**src/rtl/ilv_pkg.sv**
```systemverilog
package ilv_pkg;
    localparam int NBANK = 2;
    localparam int DW    = 32;
    localparam int BEW   = DW / 8;

    typedef enum logic [0:0] {
        ST_FLOW  = 1'b0,
        ST_STALL = 1'b1
    } hz_state_e;
endpackage

```
**src/rtl/ilv_addr_decode.sv**
```systemverilog
module ilv_addr_decode #(
    parameter logic [31:0] BASE  = 32'h2000_0000,
    parameter int          ROWS  = 1024,
    parameter int          ROW_W = $clog2(ROWS)
) (
    input  logic [31:0]      addr,
    output logic             hit,
    output logic             bank,
    output logic [ROW_W-1:0] row
);
    // window size in bytes: two banks of ROWS words each
    localparam logic [31:0] SPAN = 32'(ROWS) * 32'd8;

    logic [31:0] off;

    always_comb begin
        off  = addr - BASE;
        hit  = (off < SPAN);
        bank = off[2];
        row  = off[3 +: ROW_W];
    end
endmodule

```
**src/rtl/ilv_hazard_fsm.sv**
```systemverilog
module ilv_hazard_fsm
    import ilv_pkg::*;
#(
    parameter int ROW_W = 10
) (
    input  logic             clk,
    input  logic             rst_n,
    input  logic             req_valid,
    input  logic             req_write,
    input  logic             dec_hit,
    input  logic             dec_bank,
    input  logic [ROW_W-1:0] dec_row,
    output logic             req_ready,
    output logic             iss_vld,
    output logic             iss_wr,
    output logic             iss_bank,
    output logic [ROW_W-1:0] iss_row
);
    hz_state_e        st_q, st_d;
    logic             wr_seen_q;
    logic             wr_bank_q;
    logic             hold_bank_q;
    logic [ROW_W-1:0] hold_row_q;
    logic             hazard;

    // read hitting the bank that took a write in the previous cycle
    assign hazard = req_valid && dec_hit && !req_write
                    && wr_seen_q && (dec_bank == wr_bank_q);

    always_ff @(posedge clk) begin
        if (!rst_n) st_q <= ST_FLOW;
        else        st_q <= st_d;
    end

    always_ff @(posedge clk) begin
        if (!rst_n) begin
            wr_seen_q   <= 1'b0;
            wr_bank_q   <= 1'b0;
            hold_bank_q <= 1'b0;
            hold_row_q  <= '0;
        end else begin
            wr_seen_q <= iss_vld && iss_wr;
            wr_bank_q <= iss_bank;
            if (st_q == ST_FLOW && hazard) begin
                hold_bank_q <= dec_bank;
                hold_row_q  <= dec_row;
            end
        end
    end

    always_comb begin
        st_d      = st_q;
        req_ready = 1'b1;
        iss_vld   = 1'b0;
        iss_wr    = 1'b0;
        iss_bank  = dec_bank;
        iss_row   = dec_row;
        unique case (st_q)
            ST_FLOW: begin
                if (hazard) begin
                    st_d      = ST_STALL;
                    req_ready = 1'b0;
                end else begin
                    iss_vld = req_valid && dec_hit;
                    iss_wr  = req_write;
                end
            end
            ST_STALL: begin
                st_d     = ST_FLOW;
                iss_vld  = 1'b1;
                iss_wr   = 1'b0;
                iss_bank = hold_bank_q;
                iss_row  = hold_row_q;
            end
            default: st_d = ST_FLOW;
        endcase
    end
endmodule

```
**src/rtl/ilv_bank_drive.sv**
```systemverilog
module ilv_bank_drive
    import ilv_pkg::*;
#(
    parameter int ROW_W = 10
) (
    input  logic                             iss_vld,
    input  logic                             iss_wr,
    input  logic                             iss_bank,
    input  logic [ROW_W-1:0]                 iss_row,
    input  logic [BEW-1:0]                   wr_be,
    input  logic [DW-1:0]                    wr_data,
    output logic [NBANK-1:0]                 bk_en,
    output logic [NBANK-1:0]                 bk_we,
    output logic [NBANK-1:0][ROW_W-1:0]      bk_row,
    output logic [NBANK-1:0][BEW-1:0]        bk_be,
    output logic [NBANK-1:0][DW-1:0]         bk_wdata
);
    for (genvar b = 0; b < NBANK; b++) begin : g_bank
        localparam logic SEL = 1'(b);
        assign bk_en[b]    = iss_vld && (iss_bank == SEL);
        assign bk_we[b]    = bk_en[b] && iss_wr;
        assign bk_row[b]   = iss_row;
        assign bk_be[b]    = iss_wr ? wr_be : '0;
        assign bk_wdata[b] = wr_data;
    end
endmodule

```
**src/rtl/ilv_rd_return.sv**
```systemverilog
module ilv_rd_return
    import ilv_pkg::*;
(
    input  logic                     clk,
    input  logic                     rst_n,
    input  logic                     iss_rd,
    input  logic                     iss_bank,
    input  logic [NBANK-1:0][DW-1:0] bk_rdata,
    output logic                     rsp_valid,
    output logic [DW-1:0]            rsp_rdata
);
    logic bank_q;

    always_ff @(posedge clk) begin
        if (!rst_n) begin
            rsp_valid <= 1'b0;
            bank_q    <= 1'b0;
        end else begin
            rsp_valid <= iss_rd;
            if (iss_rd) bank_q <= iss_bank;
        end
    end

    assign rsp_rdata = bk_rdata[bank_q];
endmodule

```
**src/rtl/ilv_sram_ctrl.sv**
```systemverilog
module ilv_sram_ctrl
    import ilv_pkg::*;
#(
    parameter logic [31:0] BASE  = 32'h2000_0000,
    parameter int          ROWS  = 1024,
    localparam int         ROW_W = $clog2(ROWS)
) (
    input  logic                        clk,
    input  logic                        rst_n,
    input  logic                        req_valid,
    input  logic                        req_write,
    input  logic [31:0]                 req_addr,
    input  logic [BEW-1:0]              req_be,
    input  logic [DW-1:0]               req_wdata,
    output logic                        req_ready,
    output logic                        rsp_valid,
    output logic [DW-1:0]               rsp_rdata,
    output logic [NBANK-1:0]            bk_en,
    output logic [NBANK-1:0]            bk_we,
    output logic [NBANK-1:0][ROW_W-1:0] bk_row,
    output logic [NBANK-1:0][BEW-1:0]   bk_be,
    output logic [NBANK-1:0][DW-1:0]    bk_wdata,
    input  logic [NBANK-1:0][DW-1:0]    bk_rdata
);
    logic             dec_hit, dec_bank;
    logic [ROW_W-1:0] dec_row;
    logic             iss_vld, iss_wr, iss_bank;
    logic [ROW_W-1:0] iss_row;

    ilv_addr_decode #(.BASE(BASE), .ROWS(ROWS), .ROW_W(ROW_W)) i_dec (
        .addr (req_addr),
        .hit  (dec_hit),
        .bank (dec_bank),
        .row  (dec_row)
    );

    ilv_hazard_fsm #(.ROW_W(ROW_W)) i_fsm (
        .clk       (clk),
        .rst_n     (rst_n),
        .req_valid (req_valid),
        .req_write (req_write),
        .dec_hit   (dec_hit),
        .dec_bank  (dec_bank),
        .dec_row   (dec_row),
        .req_ready (req_ready),
        .iss_vld   (iss_vld),
        .iss_wr    (iss_wr),
        .iss_bank  (iss_bank),
        .iss_row   (iss_row)
    );

    ilv_bank_drive #(.ROW_W(ROW_W)) i_drv (
        .iss_vld  (iss_vld),
        .iss_wr   (iss_wr),
        .iss_bank (iss_bank),
        .iss_row  (iss_row),
        .wr_be    (req_be),
        .wr_data  (req_wdata),
        .bk_en    (bk_en),
        .bk_we    (bk_we),
        .bk_row   (bk_row),
        .bk_be    (bk_be),
        .bk_wdata (bk_wdata)
    );

    ilv_rd_return i_ret (
        .clk       (clk),
        .rst_n     (rst_n),
        .iss_rd    (iss_vld && !iss_wr),
        .iss_bank  (iss_bank),
        .bk_rdata  (bk_rdata),
        .rsp_valid (rsp_valid),
        .rsp_rdata (rsp_rdata)
    );
endmodule

```
**config.mk**
```make
export PLATFORM = sky130hd
export DESIGN_NAME = ilv_sram_ctrl
export DESIGN_NICKNAME = d
export VERILOG_FILES = /design/src/rtl/ilv_pkg.sv /design/src/rtl/ilv_addr_decode.sv /design/src/rtl/ilv_hazard_fsm.sv /design/src/rtl/ilv_bank_drive.sv /design/src/rtl/ilv_rd_return.sv /design/src/rtl/ilv_sram_ctrl.sv
export SDC_FILE = /design/constraint.sdc
export NUM_CORES = 1
export LEC_CHECK = 0
export ABC_AREA = 1
export BUFFER_PORTS_ARGS = -buffer_cell sky130_fd_sc_hd__buf_2
export CAP_MARGIN = 20
export CORE_AREA = 2 2 103 105
export DETAILED_ROUTE_END_ITERATION = 12
export DIE_AREA = 0 0 105 107
export GPL_TIMING_DRIVEN = 0
export SETUP_SLACK_MARGIN = 0.15
export SLEW_MARGIN = 20
export SYNTH_ARGS = -nofsm -noshare
export SYNTH_HDL_FRONTEND = slang
export SYNTH_SLANG_ARGS = --single-unit
```
**constraint.sdc**
```tcl
create_clock -name clk -period 1.4 [get_ports clk]
set_clock_uncertainty 0.2 [all_clocks]
set_input_delay 0.07 -clock clk [delete_from_list [all_inputs] [get_ports clk]]
set_output_delay 0.07 -clock clk [all_outputs]
set_load 0.005 [all_outputs]
```
---- Yosys cells after proc, flatten, opt, wreduce, memory -nomap -nowiden ----
Index checks and enable logic that the tools add are counted.
storage, ports and cells
  register bits after elaboration ......... 16
  latch bits .............................. 0
  word-level logic and storage cells ...... 39
  input port bits ......................... 136
  output and inout bits ................... 130
  memories ................................ 0
  memory bits (writable) .................. 0
  memory bits (read-only) ................. 0
operators by class
  multiply operators ...................... 0
  reduce and logical (&&, ||, !) cells .... 13
  equality and inequality tests ........... 1
  bitwise gates (word level) .............. 2
  add/sub/neg operators ................... 1
  magnitude comparators ................... 2
  multiplexer cells ....................... 13
  shift operators ......................... 0
  div/mod/pow operators ................... 0
operator list
  kind                                                           number
  2-to-1 mux 32 bit                                              2
  less-than comparator 32 x 14 -> 1 bit (second input constant)  1
  subtractor 32 x 30 -> 32 bit (second input constant)           1
  logical AND 1 bit                                              11
  2-to-1 mux 10 bit                                              1
  2-to-1 mux 1 bit                                               6
  case mux 1 bit (2 select lines)                                3
  2-to-1 mux 4 bit                                               1
  zero test 1 bit                                                2
  less-than comparator 1 x 2 -> 1 bit (second input constant)    1
  NOT 1 bit                                                      2
  equality test 1 bit                                            1

---- Longest topological paths before layout ----
  depth in word-level cells ............... 10
  depth in mapped cells ................... 12
  gate-level depth less buffers ........... 12

---- By module ----
Synthesis repeated with hierarchy kept, for this count alone.
unflattened totals
  cells, all modules ...................... 370
  area, all modules ....................... 2280.9 um^2
modules (own cells, without submodules)
  module           seq. area each (um^2)  area each (um^2)  times used  cells an instance
  ilv_hazard_fsm   280.3                  747.0             1           116
  ilv_bank_drive   0.0                    720.7             1           104
  ilv_rd_return    40.0                   614.3             1           112
  ilv_addr_decode  0.0                    188.9             1           36
  ilv_sram_ctrl    0.0                    10.0              1           2

---- Least setup slack after synthesis ----
Ideal clock, no wire load.
  kind .................................... input-to-reg
  from .................................... input port req_addr[29]
  to ...................................... register i_fsm.hold_bank_q
  arrival ................................. 1.035 ns
  data required time ...................... 1.084 ns
  stages on the path ...................... 10
  path slack .............................. 0.049 ns
  cell sequence ........................... inv_1 > ha_1 > inv_1 > nor2_1 > nand4_1 > nor2_1 > nand3_1 > clkbuf_2 > o21ai_0 > nor2_1
between the ends
  word-level cells in the longest chain between the ends .. 7
RTL lines
  item                                   RTL line               RTL
  start: declaration                     ilv_sram_ctrl.sv:12    input logic [31:0] req_addr,
  subtractor 32 x 30 -> 32 bit           ilv_addr_decode.sv:17  off = addr - BASE;
  less-than comparator 32 x 14 -> 1 bit  ilv_addr_decode.sv:18  hit = (off < SPAN);
  logical AND 1 bit (2 in series)        ilv_hazard_fsm.sv:27   assign hazard = req_valid && dec_hit && !req_write
  logical AND 1 bit (2 in series)        ilv_hazard_fsm.sv:28   && wr_seen_q && (dec_bank == wr_bank_q);
  logical AND 1 bit                      ilv_hazard_fsm.sv:44   if (st_q == ST_FLOW && hazard) begin
  end signal: assignment                 ilv_hazard_fsm.sv:45   hold_bank_q <= dec_bank;
  end: declaration                       ilv_hazard_fsm.sv:22   logic hold_bank_q;
Every way passes these cells.
A chain may end at the register's enable or synchronous reset.

---- Worst setup path in the final report ----
  from .................................... register i_ret.bank_q
  to ...................................... output port rsp_rdata[13]
between the ends
  word-level cells in the longest chain between the ends .. 2
RTL lines
  item                                                   RTL line             RTL
  start: declaration                                     ilv_rd_return.sv:12  logic bank_q;
  start signal: assignment                               ilv_rd_return.sv:20  if (iss_rd) bank_q <= iss_bank;
  2-to-1 mux 32 bit (implied by the code) (2 in series)  ilv_rd_return.sv:24  assign rsp_rdata = bk_rdata[bank_q];
  end: declaration                                       ilv_sram_ctrl.sv:17  output logic [DW-1:0] rsp_rdata,
Every way passes these cells. The select of a mux whose other input is x is not followed.

==> out/summary.md <==
Counting both buffers and inverters, the worst setup path holds a total of 3. In this run, the number of DRC markers left after iteration 0 of detailed routing was 78. TritonCTS built the clock tree. Clock tree synthesis inserted a total of 3 buffers. The area of the mapped netlist is 1930 µm². Post-synthesis to final-layout area growth: 134%.

STA classifies the critical path endpoint as an output port. Once layout is complete, the utilization of the core stands at 44.8%. For this design the static power due to leakage is 2.53 nW. The logs give 0.252 mV for the worst-case vdd ir drop and 266 for the number of top-level design ports.

Sequential cells were found to cover 16.6% of the synthesized design area. Power comes to 1.68 mW. The final layout contains 685 nets.

The synthesized design contains 16 register bits. The longest clock path from root to sink contains 2 buffers. The share of final-layout standard cells stronger than drive strength 1 was 78.2%; the count of clock tree sinks was 16.

In the global route stage, overall resource usage came out at 14.3%. Setup repair after global routing could not meet its margin everywhere. Cell internal power was estimated by the tool at 1.22 mW. The die covers 11200 µm².

The largest stage delay on the critical path is 0.38 ns, and the number of warnings issued by yosys is 0. The run gives 2644 as the via count of the first global-routing pass. The pin count of the biggest net entering global routing came out at 11.

The detail route stage leaves a number of antenna-violating nets equal to 0. The startpoint kind of the worst setup timing path was a flip-flop. In the final routed layout, each cell accounts on average for 13.0 µm.

Synthesis produced a netlist whose cell count is 279. Of the total power, registers draw 27.1%. The floorplan has 37 rows. The congestion estimate from routability-driven global placement came to 0.730. The initial utilization of the core area, before any placement, comes to 19.1%. The number of antenna diodes in the final layout is 0. The power per cell area is 371 nW/µm². For the worst setup slack after layout, the log shows -0.220 ns. The most common cell after layout, fill and taps aside is buf_2. The checks that failed: negative setup slack.

The number of hold violations in the final report is 0. After detailed placement, the design holds a cell count of 646. CTS placed an instance of clkbuf_8 at the clock tree root. Critical setup path kind: flip-flop to output port.

Leaving out fill and tap cells, the most frequent cells in the layout are buf_2, buf_4, buf_6. The tools report the reported net switching power as 0.456 mW. Number of distinct library cells after synthesis: 23.

For the worst-skew pair, the clock arrives at the later sink with an insertion delay of 0.25 ns. The first detailed-routing pass took 4 iterations. The number of I/O port buffers works out to 231. In this run the worst path has a maximum fanout of 5. The run gives 6.35 mm as the post-DP HPWL. On the critical path the largest part of the delay comes from buffers and inverters. For the pin with the worst max-slew slack, the measured transition is 0.447 ns.

Combinational logic burns 51.9% of the power. On the critical path, the stage with the largest delay is an instance of dfxtp_4. For this run, design rule violations remaining after detail routing come to 0.

The H-tree depth reported by CTS is 1, and the total core area is 10100 µm². Measured along the x axis, the die boundary spans 105 µm. The detailed router placed 2691 vias in this run. Wires add up to 8.89 mm.

Of the total power, the share spent switching nets is 27.2%. Traced cell by cell, the critical path runs through buf_12 -> clkbuf_16 -> mux2_4 -> buf_6. The data required time at the worst endpoint was 1.13 ns; the post-synthesis area per instance was 6.91 µm². The run gives -9.89 ns as the total negative setup slack.

Of the available clock period, the critical path in the final layout requires 116%. Clock-pin slew was measured on the worst setup and hold paths at 0.07 ns. The tools report the count of final max-slew check failures as 0. Class of the most critical hold timing path: primary input to flip-flop. The count of final setup violators is 73, and the net count after synthesis is 416. The worst path needs 1.62 ns of the cycle, external delays included.

Dividing the detail-routed via count by the number of cells gives 3.95. The run finished, with violations left. In this run, the clock network consumes 21.0% of the power. Timing would allow up to 617 MHz.

The die is 107 µm tall. Max-cap violations in this run came to 0. The logs give 1.35 ns for the arrival time at the worst endpoint and 682 for the number of standard cells in the layout, taps in and fillers out. The logs give 12.9 mm for the wire length of the first global-routing pass and 0 for the global route total overflow. The run gives 0 as the initial antenna violation count.

Measured against its own limit, the worst slew margin works out to 70.2%.
## repair_timing
item,in CTS,in global routing
pin swaps,25,13
endpoints found under the hold margin,16,0
setup buffers,10,4
gates cloned,4,3
resized for setup,134,61
setup endpoints to repair,78,79
hold buffers,12,0
## sequential cells by signal, indices dropped and copies added, names as in the netlist
register	count
i_fsm.hold_row_q	10
i_fsm.st_q	1
i_ret.bank_q	1
i_fsm.hold_bank_q	1
i_ret.rsp_valid	1
i_fsm.wr_bank_q	1
i_fsm.wr_seen_q	1
## path summary, 6_finish.rpt
check / from / to / slack [ns] / cells after the start
worst min register to register: i_fsm.hold_bank_q / i_fsm.hold_bank_q / 0.29 / 2
worst max register to register: i_fsm.wr_seen_q / i_ret.bank_q / -0.15 / 11
worst max-delay path: i_ret.bank_q / rsp_rdata[13] / -0.22 / 4
worst min-delay path: req_valid / i_fsm.st_q / 0.02 / 5
## metal layers
metal	wire, µm	vias up	track usage (%)	part of all wire [%]
li1	-	1333	-	-
met1	3000	1228	14.4	34
met2	5140	124	29.9	58
met3	676	6	2.86	7.6
met4	69	0	2.48	0.78
met5	0	-	0	0
## power by group through the flow
stage	logic (mW)	clock network, mW	registers [mW]
6_report	0.871	0.352	0.454
5_1_grt	0.938	0.389	0.454
2_1_floorplan	0.307	0	0.468
3_5_place_dp	0.649	0	0.468
4_1_cts	0.806	0.356	0.456
3_3_place_gp	0.637	0	0.468
## cell usage after synthesis, drive strengths merged
cell | n | area share [%]
o21ai | 11 | 2.9
dfxtp | 16 | 17
nor2 | 56 | 12
or2 | 1 | 0.32
nand4 | 4 | 1.6
clkbuf | 5 | 1.0
mux2 | 32 | 19
a21oi | 1 | 0.45
ha | 1 | 0.65
nor3 | 1 | 0.26
nand2 | 47 | 9.3
nand3 | 4 | 1.3
buf | 82 | 32
inv | 18 | 3.5
## through the flow
| stage | area [µm²] | setup WS, ns | hold slack [ns] |
|---|---|---|---|
| after CTS | 4150 | -0.267 | 0.0201 |
| after detailed placement | 3290 | -0.215 | 0.106 |
| final | 4520 | -0.220 | 0.0161 |
| after global placement | 3290 | -0.175 | 0.107 |
| after global routing | 4520 | -0.345 | 0.0564 |
| after floorplan | 1970 | 0.0705 | 0.00571 |
## kinds of logic (layout without fill, tap and decap cells)
kind of cell	Yosys count	count (layout)	synth area share (%)
AO/OA/AOI/OAI	12	12	3.31
adder cells (fa/ha/maj)	1	1	0.649
buffers and inverters	105	372	36.3
flip-flops	16	16	16.6
multiplexers	32	32	18.7
AND/OR/NAND/NOR	113	113	24.5
## tightest hold or removal path: stages
cell and delay (ns):
buf_2 0.10, nand2_1 0.07, nor2_2 0.05, nand4_2 0.11, nor2_1 0.04
## area by class of cell
| cell class | count | area (µm²) |
|---|---|---|
| inverters | 18 | 75.1 |
| well taps | 136 | 170 |
| plain buffers | 87 | 771 |
| flip-flops and latches | 16 | 330 |
| clock buffers | 3 | 41.3 |
| multi-input cells | 158 | 1260 |
| fillers | 985 | 5570 |
| repair buffers | 264 | 1870 |
Note: power is estimated with default switching activity, not from simulation.
